## config.mk

```make
export PLATFORM = sky130hd
export DESIGN_NAME = pci_tgt_dphase_ctrl
export DESIGN_NICKNAME = d
export VERILOG_FILES = /design/src/rtl/tdp_pkg.sv /design/src/rtl/tdp_lead_cnt.sv /design/src/rtl/tdp_stall_cnt.sv /design/src/rtl/tdp_addr_gen.sv /design/src/rtl/pci_tgt_dphase_ctrl.sv
export SDC_FILE = /design/constraint.sdc
export NUM_CORES = 1
export LEC_CHECK = 0
export ABC_AREA = 0
export CAP_MARGIN = 20
export CORE_MARGIN = 5
export CORE_UTILIZATION = 47
export CTS_CLUSTER_DIAMETER = 30
export CTS_CLUSTER_SIZE = 14
export DETAILED_ROUTE_END_ITERATION = 16
export GPL_TIMING_DRIVEN = 0
export PLACE_DENSITY = 0.94
export SYNTH_ARGS = -nofsm -noshare
export SYNTH_HDL_FRONTEND = slang
export SYNTH_SLANG_ARGS = --single-unit
```

## constraint.sdc

```tcl
create_clock -name clk -period 2.7 [get_ports clk]
set_clock_uncertainty 0.15 [all_clocks]
set_input_delay 0.675 -clock clk [delete_from_list [all_inputs] [get_ports clk]]
set_output_delay 0.675 -clock clk [all_outputs]
set_load 0.1 [all_outputs]
```

## src/rtl/tdp_pkg.sv

```systemverilog
package tdp_pkg;
    typedef enum logic [2:0] {
        ST_IDLE,
        ST_LEAD,
        ST_XFER,
        ST_DISC,
        ST_ABORT,
        ST_DONE
    } tdp_state_e;

    typedef struct packed {
        logic is_rd;
        logic is_cfg;
    } tdp_kind_t;
endpackage

```

## src/rtl/tdp_lead_cnt.sv

```systemverilog
module tdp_lead_cnt #(
    parameter int LW = 3
) (
    input  logic          clk,
    input  logic          rst_n,
    input  logic          load,
    input  logic [LW-1:0] load_val,
    input  logic          dec,
    output logic          last
);
    logic [LW-1:0] cnt;

    always_ff @(posedge clk or negedge rst_n) begin
        if (!rst_n) begin
            cnt <= '0;
        end else if (load) begin
            cnt <= load_val;
        end else if (dec && cnt != '0) begin
            cnt <= cnt - 1'b1;
        end
    end

    assign last = (cnt == LW'(1));
endmodule

```

## src/rtl/tdp_stall_cnt.sv

```systemverilog
module tdp_stall_cnt #(
    parameter int LIM = 8
) (
    input  logic clk,
    input  logic rst_n,
    input  logic inc,
    output logic at_lim
);
    localparam int CW = $clog2(LIM + 1);

    logic [CW-1:0] cnt;

    always_ff @(posedge clk or negedge rst_n) begin
        if (!rst_n) begin
            cnt <= '0;
        end else if (!inc) begin
            cnt <= '0;
        end else if (cnt != CW'(LIM)) begin
            cnt <= cnt + 1'b1;
        end
    end

    // true in the stalled cycle that completes LIM in a row
    assign at_lim = inc && (cnt == CW'(LIM - 1));
endmodule

```

## src/rtl/tdp_addr_gen.sv

```systemverilog
module tdp_addr_gen #(
    parameter int AW = 16,
    parameter int AL = 4
) (
    input  logic          clk,
    input  logic          rst_n,
    input  logic          load,
    input  logic [AW-1:0] load_addr,
    input  logic          adv,
    output logic [AW-1:0] addr,
    output logic          at_end
);
    always_ff @(posedge clk or negedge rst_n) begin
        if (!rst_n) begin
            addr <= '0;
        end else if (load) begin
            addr <= load_addr;
        end else if (adv) begin
            addr <= {addr[AW-1:AL], addr[AL-1:0] + 1'b1};
        end
    end

    assign at_end = &addr[AL-1:0];
endmodule

```

## src/rtl/pci_tgt_dphase_ctrl.sv

```systemverilog
module pci_tgt_dphase_ctrl
    import tdp_pkg::*;
#(
    parameter int AW        = 16,
    parameter int APER_AW   = 4,
    parameter int STALL_LIM = 8,
    parameter int LEAD_W    = 3
) (
    input  logic              clk,
    input  logic              rst_n,
    input  logic              hit_vld,
    input  logic              hit_rd,
    input  logic              hit_cfg,
    input  logic [AW-1:0]     hit_addr,
    input  logic [LEAD_W-1:0] pipe_cnt,
    input  logic              mst_rdy,
    input  logic              frame_last,
    input  logic              be_rd_rdy,
    input  logic              be_wr_rdy,
    input  logic              be_busy,
    input  logic              be_abort,
    input  logic              bnd_prot_en,
    output logic              dp_start,
    output logic              dp_done,
    output logic              cyc_rd,
    output logic              cyc_wr,
    output logic              cyc_bar,
    output logic              cyc_cfg,
    output logic [AW-1:0]     be_addr,
    output logic              be_rd_now,
    output logic              be_wr_now,
    output logic              tgt_trdy,
    output logic              tgt_stop,
    output logic              tgt_devsel
);
    tdp_state_e state, nxt;
    tdp_kind_t  kind;
    logic       accept;
    logic       active;
    logic       be_rdy;
    logic       lead_last;
    logic       stall_inc;
    logic       stall_lim;
    logic       at_end;
    logic       xfer;
    logic       start_q;

    assign accept    = (state == ST_IDLE) && hit_vld;
    assign active    = (state != ST_IDLE);
    assign be_rdy    = kind.is_rd ? be_rd_rdy : be_wr_rdy;
    assign stall_inc = (state == ST_XFER) && !be_abort && !be_rdy;

    tdp_lead_cnt #(.LW(LEAD_W)) u_lead (
        .clk      (clk),
        .rst_n    (rst_n),
        .load     (accept),
        .load_val (pipe_cnt),
        .dec      (state == ST_LEAD),
        .last     (lead_last)
    );

    tdp_stall_cnt #(.LIM(STALL_LIM)) u_stall (
        .clk    (clk),
        .rst_n  (rst_n),
        .inc    (stall_inc),
        .at_lim (stall_lim)
    );

    tdp_addr_gen #(.AW(AW), .AL(APER_AW)) u_addr (
        .clk       (clk),
        .rst_n     (rst_n),
        .load      (accept),
        .load_addr (hit_addr),
        .adv       (xfer),
        .addr      (be_addr),
        .at_end    (at_end)
    );

    // state register and transaction context
    always_ff @(posedge clk or negedge rst_n) begin
        if (!rst_n) begin
            state   <= ST_IDLE;
            kind    <= '0;
            start_q <= 1'b0;
        end else begin
            state   <= nxt;
            start_q <= accept;
            if (accept) begin
                kind.is_rd  <= hit_rd;
                kind.is_cfg <= hit_cfg;
            end
        end
    end

    // next state and bus decisions
    always_comb begin
        nxt        = state;
        tgt_trdy   = 1'b0;
        tgt_stop   = 1'b0;
        tgt_devsel = 1'b0;
        dp_done    = 1'b0;
        xfer       = 1'b0;
        unique case (state)
            ST_IDLE: begin
                if (hit_vld) begin
                    nxt = (pipe_cnt == '0) ? ST_XFER : ST_LEAD;
                end
            end
            ST_LEAD: begin
                tgt_devsel = 1'b1;
                if (lead_last) begin
                    nxt = ST_XFER;
                end
            end
            ST_XFER: begin
                tgt_devsel = 1'b1;
                if (be_abort) begin
                    nxt = ST_ABORT;
                end else if (!be_rdy) begin
                    if (be_busy || stall_lim) begin
                        nxt = ST_DISC;
                    end
                end else begin
                    tgt_trdy = 1'b1;
                    xfer     = mst_rdy;
                    if (mst_rdy) begin
                        if (frame_last) begin
                            nxt = ST_DONE;
                        end else if (bnd_prot_en && at_end) begin
                            nxt = ST_DISC;
                        end
                    end
                end
            end
            ST_DISC: begin
                tgt_devsel = 1'b1;
                tgt_stop   = 1'b1;
                if (frame_last) begin
                    nxt = ST_DONE;
                end
            end
            ST_ABORT: begin
                tgt_stop = 1'b1;
                if (frame_last) begin
                    nxt = ST_DONE;
                end
            end
            ST_DONE: begin
                dp_done = 1'b1;
                nxt     = ST_IDLE;
            end
            default: nxt = ST_IDLE;
        endcase
    end

    assign dp_start  = start_q;
    assign cyc_rd    = active && kind.is_rd;
    assign cyc_wr    = active && !kind.is_rd;
    assign cyc_cfg   = active && kind.is_cfg;
    assign cyc_bar   = active && !kind.is_cfg;
    assign be_rd_now = xfer && kind.is_rd;
    assign be_wr_now = xfer && !kind.is_rd;
endmodule

```

==> qor.txt, run 1 <==
RSZ-0062 raised after global routing - true
Latest clock arrival within the worst-skew pair - 0.30 ns
Worst-path cell chain - clkdlybuf4s15_2 > nor4b_4 > buf_4 > and2_4 > and3_4 > buf_12
Main synth FF type - dfrtp_1
Antenna fix cells - 0
Die H - 67.76 um
# port buffers - 57
Gr usage total - 0.1935
Cell variety after synth - 41
Root Driver - clkbuf_4
Rel. slew slack - 0.3347
Share of the cycle needed by the critical path after routing - 0.9821
Crit path kind - input pin to output pin
Vias in the first global route - 1,496
Initial antenna violation count - 0
Crit path buf inv count - 3
Top-count cell post-synth - dfrtp_1
Final critical-path required period - 2.652 ns
Total wire length - 4.092 mm
Crit-path slowest cell - nor4b_4
Share of cells above drive strength 1 - 0.2217
First-pass GRT wire length - 6.699 mm
Post-Layout Inst Area - 0.002318 mm2
Ys async rst share - 1.000
H-tree levels - 2
Fin. max-slew vios - 0
# DRC - 0
Most instantiated cells after synthesis - dfrtp_1 (29), nand2_1 (28), mux2_2 (10), nor2_1 (10), o21ai_0 (9)
Hold Buf Count CTS - 0
GRT overflow - 0
Finish-stage setup viols - 0
Clock sink count - 29
Routed WL per cell - 15.33 um
Synth Warn # - 0
Core Area - 0.003284 mm2
Max clock buf depth - 2
DRT Pass-1 Iters - 4
Hold WS - 0.3313 ns
Crit-path max cell delay - 0.25 ns
Fmax - 377.1 MHz
Final Hold Violating Endpoints - 0
Critical path required time - 1.88 ns
Detailed-placement wirelength estimate - 3.053 mm
Io pins - 58
Cts bufs inserted - 5
CP Max Fanout - 4
ANT nets after route - 0
CP Capture Type - output pin
Worst-Margin Slew - 0.9963 ns
Maxcap violations - 0
Worst min path class - flip-flop to flip-flop
Register area share after synthesis - 0.4629
Cell area after placement - 0.002243 mm2
P&R area growth vs syn - 47.88%
First DRT Iteration DRCs - 63
Largest net degree at the start of global routing - 19
Syn_nets - 189
Clock transition at path regs - 0.08 ns
Rows - 21
Crit start category - input pin
Post-synth top area cell - dfrtp_1
Share of the synthesized area in the top cell type - 0.4629
Final nets - 258
Vias per cell - 5.210
Synth Cell Area - 0.001568 mm2
Status - finished clean
Avg Inst Size Synth - 10.31 um2
Gpl congestion - 0.7483
Die W - 67.76 um
Synth top area cells - dfrtp_1 (46%), mux2_2 (7.2%), nand2_1 (6.7%)
Mapped Cells - 152
CTS tree - yes
Die area - 0.004591 mm2
Critical path's top delay family - simple AND/OR/NAND/NOR gates
Via count - 1,391
#FFs+latches synth - 29
Number of flops mapped to enable cells by yosys - 0
Arrival time worst endpoint - 1.83 ns
Starting density of the core - 0.4773
## layout make-up
cell class / count / area, um2
Fill cell: 228 / 965.9
Multi-Input combinational cell: 109 / 790.8
Sequential cell: 29 / 725.7
Timing Repair Buffer: 62 / 609.3
Tap cell: 46 / 57.56
Clock buffer: 7 / 55.05
Buffer: 6 / 50.05
Inverter: 8 / 30.03
## state kept, by name, summed over array words and instances (netlist names)
name	cells
state	3
u_lead.cnt	3
dp_start	1
kind	2
u_stall.cnt	4
u_addr.addr	16
## stage by stage
stage                       util  setup slack, ns  instances  setup TNS [ns]
final                     0.7059          0.04836        267               0
after global routing      0.7059        -0.003761        267       -0.003761
after CTS                 0.7013         0.002487        264               0
after detailed placement  0.6830           -1.248        256          -5.136
after global placement    0.6747           -1.254        255          -4.901
after floorplan                -          0.02453        152               0
## cells by family after synthesis
logic type / count (synthesis) / synth area share
fa+ha+maj: 6 / 0.04788
mux: 14 / 0.09896
simple gates: 61 / 0.2139
xor+xnor: 5 / 0.02794
compound gates: 23 / 0.09737
buf+inv: 14 / 0.05107
flops: 29 / 0.4629
## worst paths after layout
check | cells past startpoint | endpoint | slack, ns | from
setup reg to reg | 6 | u_addr.addr[12] | 0.62 | state[0]
setup / recovery | 6 | be_rd_now | 0.05 | be_abort
hold / removal | 2 | u_addr.addr[15] | 0.33 | u_addr.addr[15]
min in group asynchronous | 1 | u_addr.addr[5] | 0.60 | rst_n
hold reg to reg | 2 | u_addr.addr[15] | 0.33 | u_addr.addr[15]
max in group asynchronous | 2 | u_addr.addr[1] | 1.30 | rst_n
## tightest hold or removal path: stages, from the launching register on
cell and delay (ns):
dfrtp_1 0.34, nand2_1 0.05, nand2_1 0.06
## per-layer routing
| metal | routed length, um | part of all wire | global-route usage | vias up |
|---|---|---|---|---|
| met5 | 0 | 0 | 0 | - |
| li1 | - | - | - | 668 |
| met1 | 1532 | 0.37 | 0.2141 | 652 |
| met4 | 48 | 0.012 | 0.04810 | 0 |
| met3 | 388 | 0.095 | 0.08985 | 6 |
| met2 | 2123 | 0.52 | 0.3341 | 65 |
## cell usage in the layout (no fill, tap or decap), types with 5 or more instances in the layout
cell type,instances
nor2_1,8
nand2_1,28
dlygate4sd2_1,5
dfrtp_1,29
o21ai_0,8
ha_1,6
inv_1,8
clkdlybuf4s50_1,38
clkbuf_4,7
buf_4,6
mux2_2,9
## timing repair
action                                  4_1_cts  5_1_grt
cloned                                        0        0
pin swaps                                     2        1
gates resized for setup                      55       13
setup buffers                                 1        3
endpoints found under the setup margin       14        9
Power of run 1 is not shown: default switching activity piles up to over one toggle a cycle in this logic, so the estimate is an artifact.
==> inputs of run 2 (changes only) <==
--- a/config.mk
+++ b/config.mk
@@ -5,7 +5,6 @@
 export SDC_FILE = /design/constraint.sdc
 export NUM_CORES = 1
 export LEC_CHECK = 0
-export ABC_AREA = 0
 export CAP_MARGIN = 20
 export CORE_MARGIN = 5
 export CORE_UTILIZATION = 47
==> results of run 2 <==
No change in the layout: final DEF, timing and power equal those of run 1.
Power of run 2 is left out for the same reason.
